File: src/rtl/cac_pkg.sv
package cac_pkg;
  localparam int NUM_CNT = 4;

  // counter order: index i answers at register address i+1
  typedef enum int {
    CNT_TOTAL = 0,
    CNT_BUSY  = 1,
    CNT_RXF   = 2,
    CNT_TXF   = 3
  } cnt_idx_e;

  localparam int ADDR_CTRL = 0;
  localparam int FRZ_BIT   = 0;
endpackage

File: src/rtl/cac_counter.sv
module cac_counter #(
  parameter int W = 32
) (
  input  logic         clk,
  input  logic         rst,
  input  logic         ld,
  input  logic [W-1:0] ld_val,
  input  logic         step,
  output logic [W-1:0] q
);
  localparam logic [W-1:0] TOP = '1;

  logic at_top;
  assign at_top = (q == TOP);

  always_ff @(posedge clk) begin
    if (rst) begin
      q <= '0;
    end else if (ld) begin
      q <= ld_val;                 // write beats increment
    end else if (step && !at_top) begin
      q <= q + 1'b1;               // sticky at all ones
    end
  end
endmodule

File: src/rtl/cac_regif.sv
module cac_regif
  import cac_pkg::*;
#(
  parameter int W  = 32,
  parameter int AW = 3,
  parameter int N  = NUM_CNT
) (
  input  logic           clk,
  input  logic           rst,
  input  logic           wr_en,
  input  logic           rd_en,
  input  logic [AW-1:0]  addr,
  input  logic [W-1:0]   wdata,
  input  logic [N*W-1:0] cnt_flat,
  output logic           frz,
  output logic [N-1:0]   ld,
  output logic [W-1:0]   rdata,
  output logic           rvalid
);
  localparam logic [AW-1:0] CTRL_A = AW'(ADDR_CTRL);

  logic         ctrl_hit;
  logic [W-1:0] sel;

  assign ctrl_hit = wr_en && (addr == CTRL_A);

  always_comb begin
    for (int i = 0; i < N; i++) begin
      ld[i] = wr_en && (addr == AW'(i + 1));
    end
  end

  always_comb begin
    sel = '0;
    if (addr == CTRL_A) begin
      sel[FRZ_BIT] = frz;
    end
    for (int i = 0; i < N; i++) begin
      if (addr == AW'(i + 1)) begin
        sel = cnt_flat[i*W +: W];
      end
    end
  end

  always_ff @(posedge clk) begin
    if (rst) begin
      frz <= 1'b0;
    end else if (ctrl_hit) begin
      frz <= wdata[FRZ_BIT];
    end
  end

  always_ff @(posedge clk) begin
    if (rst) begin
      rdata  <= '0;
      rvalid <= 1'b0;
    end else begin
      rvalid <= rd_en;
      if (rd_en) begin
        rdata <= sel;
      end
    end
  end
endmodule

File: src/rtl/chan_activity_counters.sv
module chan_activity_counters
  import cac_pkg::*;
#(
  parameter int CNT_W  = 32,
  parameter int ADDR_W = 3
) (
  input  logic              clk,
  input  logic              rst,
  input  logic              med_busy,
  input  logic              rx_active,
  input  logic              tx_active,
  input  logic              wr_en,
  input  logic              rd_en,
  input  logic [ADDR_W-1:0] reg_addr,
  input  logic [CNT_W-1:0]  wr_data,
  output logic [CNT_W-1:0]  rd_data,
  output logic              rd_valid
);
  localparam int N = NUM_CNT;

  logic [N-1:0]       evt;
  logic [N-1:0]       ld;
  logic [N-1:0]       step;
  logic               frz;
  logic [N*CNT_W-1:0] cnt_flat;

  always_comb begin
    evt            = '0;
    evt[CNT_TOTAL] = 1'b1;
    evt[CNT_BUSY]  = med_busy;
    evt[CNT_RXF]   = rx_active;
    evt[CNT_TXF]   = tx_active;
  end

  assign step = frz ? '0 : evt;

  for (genvar g = 0; g < N; g++) begin : g_cnt
    cac_counter #(.W(CNT_W)) u_cnt (
      .clk    (clk),
      .rst    (rst),
      .ld     (ld[g]),
      .ld_val (wr_data),
      .step   (step[g]),
      .q      (cnt_flat[g*CNT_W +: CNT_W])
    );
  end

  cac_regif #(.W(CNT_W), .AW(ADDR_W), .N(N)) u_regif (
    .clk      (clk),
    .rst      (rst),
    .wr_en    (wr_en),
    .rd_en    (rd_en),
    .addr     (reg_addr),
    .wdata    (wr_data),
    .cnt_flat (cnt_flat),
    .frz      (frz),
    .ld       (ld),
    .rdata    (rd_data),
    .rvalid   (rd_valid)
  );
endmodule

File: config.mk
export PLATFORM = sky130hd
export DESIGN_NAME = chan_activity_counters
export DESIGN_NICKNAME = d
export VERILOG_FILES = /design/src/rtl/cac_pkg.sv /design/src/rtl/cac_counter.sv /design/src/rtl/cac_regif.sv /design/src/rtl/chan_activity_counters.sv
export SDC_FILE = /design/constraint.sdc
export NUM_CORES = 1
export LEC_CHECK = 0
export BUFFER_PORTS_ARGS = -buffer_cell sky130_fd_sc_hd__buf_2
export CAP_MARGIN = 0
export CORE_AREA = 2 2 176 178
export CTS_CLUSTER_DIAMETER = 80
export CTS_CLUSTER_SIZE = 28
export DETAILED_ROUTE_END_ITERATION = 10
export DIE_AREA = 0 0 178 180
export HOLD_SLACK_MARGIN = 0.05
export PLACE_DENSITY = 0.59
export SYNTH_ARGS = -nofsm -noshare
export SYNTH_HDL_FRONTEND = slang
export SYNTH_SLANG_ARGS = --single-unit
File: constraint.sdc
create_clock -name clk -period 2.6 [get_ports clk]
set_input_delay 0.13 -clock clk [delete_from_list [all_inputs] [get_ports clk]]
set_output_delay 0.13 -clock clk [all_outputs]
set_load 0.05 [all_outputs]
==> results of run 1 <==
==> cell type report <==
class                           count  area share, %
Timing Repair Buffer              149           8.74
Sequential cell                   162           27.4
Clock buffer                       19           3.75
Clock inverter                     13           1.16
Inverter                           25          0.794
Tap cell                          396           4.19
Multi-Input combinational cell   1004           53.9
==> final timing paths <==
check	slack, ns	startpoint	cells after the start	to
max	0.27	g_cnt[3].u_cnt.q[1]	6	g_cnt[3].u_cnt.q[26]
min	0.06	wr_data[1]	3	g_cnt[0].u_cnt.q[1]
max reg2reg	0.27	g_cnt[3].u_cnt.q[1]	6	g_cnt[3].u_cnt.q[26]
min reg2reg	0.49	u_regif.rdata[0]	2	u_regif.rdata[0]
==> power by group through the flow <==
| stage | combinational, W | clock, W | sequential [W] |
|---|---|---|---|
| after floorplan | 0.000376 | 0 | 0.00283 |
| after global placement | 0.000754 | 0 | 0.00277 |
| after detailed placement | 0.000757 | 0 | 0.00277 |
| after CTS | 0.000778 | 0.00265 | 0.00271 |
| after global routing | 0.000848 | 0.00275 | 0.00273 |
| final | 0.000791 | 0.00262 | 0.00272 |
==> repair_timing <==
| action | 4_1_cts | 5_1_grt |
|---|---|---|
| setup endpoints to repair | 0 | 0 |
| setup buffers | 0 | 0 |
| endpoints found under the hold margin | 25 | 0 |
| hold buffers | 14 | 0 |
==> cells in the final DEF (no fill, tap or decap), drive strengths merged, types with 25 or more instances in the layout <==
cell type  instances
nand4             46
mux2              31
a21oi             25
dfxtp            162
o211ai            38
o31ai             39
nor2             133
a311oi            48
or3               40
a22oi             32
nor4              29
a31oi             39
inv               35
nand2            101
nand3             56
o21ai            117
buf              135
or4               49
nor3              29
==> kinds of logic (layout without fill, tap and decap cells) <==
kind of cell,after synthesis,after routing,synth area share [%]
simple gates,557,557,30.4
compound gates,389,389,26.3
flops,162,162,32.1
buf+inv,126,206,5.12
mux,35,35,3.85
xor+xnor,19,19,1.65
fa+ha+maj,4,4,0.496
==> state kept, by name, indices dropped and copies added, names as in the netlist <==
signal / flops
u_regif.rvalid: 1
g_cnt.u_cnt.q: 128
u_regif.frz: 1
u_regif.rdata: 32
==> routing by layer <==
layer	wire length (um)	up-vias	GRT usage (%)
li1	-	5137	-
met1	17700	5329	36.4
met2	17900	540	37.4
met3	3740	68	4.51
met4	1060	0	7.80
met5	0	-	0
==> worst min-delay path: stages <==
cell    delay, ns
buf_2        0.17
nor2_1       0.11
nor4_1       0.05
==> metrics by stage <==
step | hold WS (ns) | instance area (um2) | util (%) | setup WS (ns) | total power (W)
2_1_floorplan | 0.266 | 10100 | - | 0.480 | 0.00320
6_report | 0.0610 | 11800 | 39.1 | 0.272 | 0.00613
3_3_place_gp | 0.409 | 11100 | 36.8 | 0.366 | 0.00352
5_1_grt | 0.0668 | 11800 | 39.1 | 0.0783 | 0.00632
3_5_place_dp | 0.410 | 11100 | 36.8 | 0.321 | 0.00353
4_1_cts | 0.0501 | 11800 | 39.1 | 0.300 | 0.00614
==> flow_metrics.env, run 1 <==
export IMPL_nets=1405
export IMPL_cts_made_buffers=17
export IMPL_cts_buffer_depth=2
export IMPL_seqPwrFrac_pct=44.3
export IMPL_antenna_found_initial=0
export IMPL_switching_share_pct=31.0
export IMPL_hp_class="in -> reg"
export IMPL_drt_wl_total_mm=40.4
export IMPL_regArea_mm2=0.00324
export IMPL_yosysTopAreaCell="dfxtp_1"
export IMPL_cts_tree="done"
export IMPL_tns_ns=0
export IMPL_max_cap_violations=0
export IMPL_grt_max_degree=66
export IMPL_clk_pin_slew_ns=0.07
export IMPL_layout_min_cycle_time_ns=2.33
export IMPL_grt_usage_pct=25.1
export IMPL_dp_cells=1722
export IMPL_rsz0062_at_grt="no"
export IMPL_cp_arrival_ns=2.68
export IMPL_synth_edf_count=0
export IMPL_critPathBufInv=0
export IMPL_synth_ff_type="dfxtp_1"
export IMPL_setup_viol=0
export IMPL_crit_fanout=6
export IMPL_status="finished clean"
export IMPL_cell_internal_pwr_w=0.00423
export IMPL_maxSlewViolCount=0
export IMPL_clock_sinks=162
export IMPL_yosysMostFrequentCell="dfxtp_1"
export IMPL_clockRootBuffer="clkbuf_16"
export IMPL_hold_viol_final=0
export IMPL_cp_end_kind="flip-flop"
export IMPL_postSynthAreaPerCell_um2=7.81
export IMPL_ctsResizeCount=0
export IMPL_ys_ff_latch=162
export IMPL_synthTopCellsByCount="162 x dfxtp_1, 132 x nor2_1, 110 x o21ai_0"
export IMPL_synth_top_area_share_pct=32.1
export IMPL_drtIter0Drc=1401
export IMPL_vias=11100
export IMPL_grt_overflow=0
export IMPL_routed_via_density=6.26
export IMPL_drive_gt1_share_pct=17.3
export IMPL_netlist_area_mm2=0.0101
export IMPL_power_density_mw_per_mm2=518
export IMPL_grt_pass1_wl_mm=61.6
export IMPL_critical_path_top_delay_family="simple AND/OR/NAND/NOR gates"
export IMPL_synth_cells=1292
export IMPL_worst_pin_slew_ns=0.758
export IMPL_clkPwrFrac_pct=42.7
export IMPL_area_growth_syn_to_layout_pct=17.1
export IMPL_finalCritPeriodShare_pct=89.6
export IMPL_fill_cells=3102
export IMPL_crit_slowest_cell="or4_1"
export IMPL_crit_path_max_incr_delay_ns=0.67
export IMPL_drtAntennaViolNets=0
export IMPL_htree_levels=4
export IMPL_initial_utilization_pct=33.4
export IMPL_multi_input_area_mm2=0.00637
export IMPL_dieArea_mm2=0.0320
export IMPL_clock_latency_ns=0.45
export IMPL_fmax_mhz=429
export IMPL_chipWidth_um=178
export IMPL_async_flop_share_pct=0
export IMPL_core_area_mm2=0.0302
export IMPL_design_portCount=75
export IMPL_cp_cell_sequence="ha_1 -> and2_1 -> nand4_4 -> or4_1 -> or3_1 -> a311oi_1"
export IMPL_power_leakage_nw=3.82
export IMPL_drc=0
export IMPL_num_antenna_cells=0
export IMPL_ir_drop_mv=0.552
export IMPL_firstDrtPassIters=7
export IMPL_worstSetupPathType="reg -> reg"
export IMPL_fin_skew_ns=0.0110
export IMPL_gp_congestion=1.01
export IMPL_yosysSeqAreaShare_pct=32.1
export IMPL_yosysUniqueCellTypes=79
export IMPL_grt_pass1_vias=9995
export IMPL_die_y_um=180
export IMPL_dp_final_hpwl_mm=29.1
export IMPL_power_switching_w=0.00190
export IMPL_max_slew_margin_rel_pct=49.5
export IMPL_avgRoutedWirePerCell_um=22.8
export IMPL_synth_area_top_cells="dfxtp_1 32%, o21ai_0 5.5%, nor2_1 4.9%, a311oi_1 4.2%, nand2_1 3.8%"
export IMPL_worstPathRequired_ns=2.95
export IMPL_yosysWarnings=0
export IMPL_pwr_share_comb_pct=12.9
export IMPL_stdcell_count=1768
export IMPL_critPathLaunchType="flip-flop"
export IMPL_rows=64
export IMPL_io_buffer_count=74
export IMPL_syn_nets=1338
(Power assumes the default switching activity.)
==> inputs of run 2 (changes only) <==
--- a/config.mk
+++ b/config.mk
@@ -7,11 +7,11 @@
 export LEC_CHECK = 0
 export BUFFER_PORTS_ARGS = -buffer_cell sky130_fd_sc_hd__buf_2
 export CAP_MARGIN = 0
-export CORE_AREA = 2 2 176 178
+export CORE_AREA = 2 2 125 249
 export CTS_CLUSTER_DIAMETER = 80
 export CTS_CLUSTER_SIZE = 28
 export DETAILED_ROUTE_END_ITERATION = 10
-export DIE_AREA = 0 0 178 180
+export DIE_AREA = 0 0 127 251
 export HOLD_SLACK_MARGIN = 0.05
 export PLACE_DENSITY = 0.59
 export SYNTH_ARGS = -nofsm -noshare
==> run 2 against run 1 <==
Clock skew up 0.0022 ns. Via count up 0.42%. Sequential power about the same. Cell count down 1.5%. Wire length down 1.1%. Combinational power about the same. Flip-flop and latch count unchanged. Global-route usage down 0.41 points. Critical path depth unchanged.
==> flow_metrics.env, run 2 (same netlist as run 1, synthesis figures left out) <==
export IMPL_grt_pass1_wl_mm=60.1
export IMPL_clock_latency_ns=0.46
export IMPL_rows=90
export IMPL_core_area_mm2=0.0300
export IMPL_avgRoutedWirePerCell_um=22.9
export IMPL_fin_skew_ns=0.0131
export IMPL_hp_class="in -> reg"
export IMPL_cts_buffer_depth=2
export IMPL_crit_fanout=6
export IMPL_hold_viol_final=0
export IMPL_htree_levels=4
export IMPL_vias=11100
export IMPL_mostFrequentLayoutCells="162 x dfxtp_1, 132 x nor2_1, 110 x o21ai_0"
export IMPL_grt_usage_pct=24.7
export IMPL_cp_arrival_ns=2.75
export IMPL_area_growth_syn_to_layout_pct=17.7
export IMPL_critPathLaunchType="flip-flop"
export IMPL_design_portCount=75
export IMPL_rsz0062_at_grt="no"
export IMPL_regMostFlops="g_cnt.u_cnt.q"
export IMPL_clk_pin_slew_ns=0.07
export IMPL_maxSlewViolCount=0
export IMPL_io_buffer_count=74
export IMPL_drtIter0Drc=1164
export IMPL_chipWidth_um=127
export IMPL_layout_commonest_cell="dfxtp_1"
export IMPL_grt_pass1_vias=10000
export IMPL_gp_congestion=0.952
export IMPL_finish_utilization_pct=39.7
export IMPL_setup_viol=0
export IMPL_clockRootBuffer="clkbuf_16"
export IMPL_cp_end_kind="flip-flop"
export IMPL_grt_overflow=0
export IMPL_worst_pin_slew_ns=1.01
export IMPL_die_y_um=251
export IMPL_ir_drop_mv=0.473
export IMPL_drc=0
export IMPL_drt_wl_total_mm=39.9
export IMPL_power_leakage_nw=3.83
export IMPL_grt_max_degree=119
export IMPL_largest_reg_flops=128
export IMPL_power_density_mw_per_mm2=534
export IMPL_worstPathRequired_ns=2.98
export IMPL_initial_utilization_pct=33.7
export IMPL_max_cap_violations=0
export IMPL_nets=1406
export IMPL_firstDrtPassIters=5
export IMPL_dp_final_hpwl_mm=29.3
export IMPL_place_area_mm2=0.0110
export IMPL_largestRegisters="g_cnt.u_cnt.q: 128 flops, u_regif.rdata: 32 flops"
export IMPL_dieArea_mm2=0.0319
export IMPL_fmax_mhz=423
export IMPL_post_cts_buffers=0
export IMPL_routed_via_density=6.39
export IMPL_finalCritPeriodShare_pct=90.9
export IMPL_fill_cells=3097
export IMPL_cts_made_buffers=17
export IMPL_layout_min_cycle_time_ns=2.36
export IMPL_status="finished clean"
export IMPL_cts_tree="done"
export IMPL_max_slew_margin_rel_pct=32.6
export IMPL_drtAntennaViolNets=0
export IMPL_worstSetupPathType="reg -> reg"
export IMPL_drive_gt1_share_pct=17.0
export IMPL_tns_ns=0
export IMPL_num_antenna_cells=0
export IMPL_antenna_found_initial=0
export IMPL_stdcell_area_mm2=0.0119
export IMPL_clock_sinks=162
==> run 2: cell types whose count changed in the layout (fill, tap and decap cells not counted) <==
cell	delta
inv_8	-3
clkbuf_1	-1
nor4_1	-1
inv_6	-6
buf_4	-6
dlygate4sd3_1	+7
clkbuf_8	+2
clkinv_4	+1
clkinvlp_4	+3
nor4_2	+1
bufinv_16	+3
clkinv_2	+1
==> run 2: worst max-delay path, stage by stage, from the launching register on <==
cell	delay, ns
dfxtp_1	0.43
ha_1	0.27
inv_1	0.06
or3_1	0.43
or4_1	0.44
or4_1	0.49
a31oi_1	0.17
==> run 2: routing by layer <==
metal  part of all wire, %  vias to the layer above  track usage (%)
met5                     0                        -                0
met4                   6.6                        0             16.0
met3                   6.3                      110             3.13
met2                    46                      537             38.5
met1                    42                     5316             31.9
li1                      -                     5157                -
==> run 2: path summary, 6_finish.rpt <==
path | start | endpoint | slack [ns] | depth (start not counted)
setup / recovery | g_cnt[1].u_cnt.q[1] | g_cnt[1].u_cnt.q[26] | 0.24 | 6
hold / removal | wr_data[1] | g_cnt[0].u_cnt.q[1] | 0.06 | 3
hold reg to reg | u_regif.rdata[0] | u_regif.rdata[0] | 0.47 | 2
setup reg to reg | g_cnt[1].u_cnt.q[1] | g_cnt[1].u_cnt.q[26] | 0.24 | 6
==> run 2: cell type report <==
| type | count | area, um2 | share of cell area [%] |
|---|---|---|---|
| Multi-Input combinational cell | 1004 | 6380 | 53.7 |
| Sequential cell | 162 | 3240 | 27.3 |
| Timing Repair Buffer | 150 | 1060 | 8.91 |
| Clock buffer | 20 | 467 | 3.93 |
| Tap cell | 368 | 460 | 3.88 |
| Clock inverter | 12 | 178 | 1.50 |
| Inverter | 25 | 93.8 | 0.790 |
==> run 2: timing repair <==
item,4_1_cts,5_1_grt
hold endpoints to repair,39,0
hold buffers,21,0
setup endpoints to repair,0,2
resized for setup,0,1
==> run 2: report_power, final <==
group	switching (W)	total [W]	internal (W)
Combinational	0.000529	0.000792	0.000263
Clock	0.00115	0.00283	0.00168
Sequential	0.000128	0.00272	0.00259
==> run 2: metrics by stage <==
| step | setup slack [ns] | total power (W) | hold WS (ns) | instances |
|---|---|---|---|---|
| after CTS | 0.276 | 0.00635 | 0.0500 | 1741 |
| after detailed placement | 0.299 | 0.00353 | 0.459 | 1688 |
| final | 0.237 | 0.00634 | 0.0621 | 1741 |
| after global routing | 0.0867 | 0.00652 | 0.0518 | 1741 |
| after global placement | 0.309 | 0.00351 | 0.455 | 1688 |
| after floorplan | 0.480 | 0.00320 | 0.266 | 1292 |
==> inputs of run 3 (changes only) <==
--- a/config.mk
+++ b/config.mk
@@ -7,11 +7,11 @@
 export LEC_CHECK = 0
 export BUFFER_PORTS_ARGS = -buffer_cell sky130_fd_sc_hd__buf_2
 export CAP_MARGIN = 0
-export CORE_AREA = 2 2 125 249
+export CORE_AREA = 2 2 124 246
 export CTS_CLUSTER_DIAMETER = 80
 export CTS_CLUSTER_SIZE = 28
 export DETAILED_ROUTE_END_ITERATION = 10
-export DIE_AREA = 0 0 127 251
+export DIE_AREA = 0 0 126 248
 export HOLD_SLACK_MARGIN = 0.05
 export PLACE_DENSITY = 0.59
 export SYNTH_ARGS = -nofsm -noshare
==> run 3 against run 2 <==
Cell count up 1.9%. Via count is 0.42% higher. Power decreased by 1.9%. Die area down 2.0%. Global-route usage increased by 2.2 points.
==> flow_metrics.env, run 3 (same netlist as run 1, synthesis figures left out) <==
export IMPL_grt_max_degree=75
export IMPL_hold_viol_final=0
export IMPL_crit_path_max_incr_delay_ns=0.47
export IMPL_clockRootBuffer="clkbuf_16"
export IMPL_grt_overflow=0
export IMPL_grt_busiest_layer="met2"
export IMPL_setup_viol=0
export IMPL_worst_pin_slew_ns=0.859
export IMPL_grt_pass1_vias=10900
export IMPL_place_ws_ns=0.176
export IMPL_cts_made_buffers=17
export IMPL_regArea_mm2=0.00324
export IMPL_avgRoutedWirePerCell_um=24.0
export IMPL_initial_utilization_pct=34.3
export IMPL_die_y_um=248
export IMPL_nets=1446
export IMPL_path_common_cell="buf_4"
export IMPL_worstPathRequired_ns=2.96
export IMPL_regMostFlops="g_cnt.u_cnt.q"
export IMPL_drt_wl_total_mm=42.5
export IMPL_largest_reg_flops=128
export IMPL_clk_pin_slew_ns=0.06
export IMPL_crit_fanout=6
export IMPL_met2_usage_pct=49.3
export IMPL_fmax_mhz=401
export IMPL_max_cap_violations=0
export IMPL_dp_final_hpwl_mm=32.3
export IMPL_clock_latency_ns=0.45
export IMPL_gp_congestion=0.994
export IMPL_cts_buffer_depth=2
export IMPL_routed_via_density=6.29
export IMPL_num_antenna_cells=0
export IMPL_hp_class="in -> reg"
export IMPL_design_portCount=75
export IMPL_core_area_mm2=0.0294
export IMPL_max_slew_margin_rel_pct=42.2
export IMPL_layout_min_cycle_time_ns=2.50
export IMPL_critPathBufInv=2
export IMPL_grt_pass1_wl_mm=63.9
export IMPL_tns_ns=0
export IMPL_crit_slowest_cell="or4_1"
export IMPL_cp_cell_sequence="nand4_2 -> buf_4 -> nor4_2 -> buf_4 -> nand3_1 -> or4_1 -> a311oi_1"
export IMPL_fin_skew_ns=0.00836
export IMPL_drc=0
export IMPL_mostFrequentLayoutCells="162 x dfxtp_1, 132 x nor2_1, 110 x o21ai_0"
export IMPL_fill_cells=3111
export IMPL_r2r_slack_ns=0.10
export IMPL_rows=89
export IMPL_htree_levels=4
export IMPL_layout_commonest_cell="dfxtp_1"
export IMPL_grtUsageMet3_pct=3.92
export IMPL_use_met1_pct=26.9
export IMPL_status="finished clean"
export IMPL_critPathLaunchType="flip-flop"
export IMPL_antenna_found_initial=1
export IMPL_critical_path_top_delay_family="simple AND/OR/NAND/NOR gates"
export IMPL_power_density_mw_per_mm2=511
export IMPL_cp_end_kind="flip-flop"
export IMPL_vias=11200
export IMPL_firstDrtPassIters=6
export IMPL_ir_drop_mv=0.470
export IMPL_drtIter0Drc=942
export IMPL_cp_arrival_ns=2.85
export IMPL_finalCritPeriodShare_pct=96.0
export IMPL_area_growth_syn_to_layout_pct=20.6
export IMPL_dieArea_mm2=0.0312
export IMPL_cts_tree="done"
export IMPL_maxSlewViolCount=0
export IMPL_grt_usage_pct=26.9
export IMPL_largestRegisters="g_cnt.u_cnt.q: 128 flops, u_regif.rdata: 32 flops"
export IMPL_clock_sinks=162
export IMPL_post_cts_buffers=0
export IMPL_power_leakage_nw=4.02
export IMPL_setup_ws_ns=0.104
export IMPL_drtAntennaViolNets=0
export IMPL_chipWidth_um=126
export IMPL_rsz0062_at_grt="no"
export IMPL_drive_gt1_share_pct=18.3
export IMPL_multi_input_area_mm2=0.00638
export IMPL_worstSetupPathType="reg -> reg"
export IMPL_io_buffer_count=74
run 3: what timing repair did:
action,in CTS,in global routing
setup endpoints to repair,0,2
gates resized for setup,0,1
hold buffers,29,0
hold endpoints to repair,54,0
run 3: worst paths after layout:
kind,startpoint,to,cells past startpoint
max reg2reg,g_cnt[0].u_cnt.q[7],g_cnt[0].u_cnt.q[23],7
min,wr_data[14],g_cnt[3].u_cnt.q[14],3
max,g_cnt[0].u_cnt.q[7],g_cnt[0].u_cnt.q[23],7
min reg2reg,u_regif.rdata[0],u_regif.rdata[0],2
run 3: where the power goes:
| group | internal (W) | switching [W] |
|---|---|---|
| clock network | 0.00164 | 0.00106 |
| logic | 0.000281 | 0.000527 |
| registers | 0.00259 | 0.000118 |
| total | 0.00451 | 0.00171 |
run 3: layout make-up:
cell class              instances  area share [%]
multi-input cells            1004            52.4
flip-flops and latches        162            26.6
repair buffers                190            11.5
clock buffers                  23            3.84
well taps                     364            3.74
clock inverters                 6            1.07
inverters                      25           0.771
run 3: metal layers:
layer | part of all wire (%) | wire [um] | vias up
li1 | - | - | 5226
met1 | 35 | 14700 | 5303
met2 | 53 | 22300 | 470
met3 | 4.7 | 2010 | 168
met4 | 8.2 | 3470 | 0
met5 | 0 | 0 | -
run 3: stage by stage:
step | area, um2 | hold slack [ns] | instances | util [%] | total power (W)
6_report | 12200 | 0.0755 | 1774 | 41.4 | 0.00622
3_3_place_gp | 11300 | 0.461 | 1716 | 38.4 | 0.00351
2_1_floorplan | 10100 | 0.266 | 1292 | - | 0.00320
4_1_cts | 12200 | 0.0528 | 1774 | 41.4 | 0.00626
5_1_grt | 12200 | 0.0740 | 1774 | 41.4 | 0.00642
3_5_place_dp | 11300 | 0.462 | 1716 | 38.4 | 0.00352
run 3: worst min-delay path, cell delays in order:
cell,delay (ns)
buf_2,0.17
nor2_1,0.12
a311oi_1,0.05
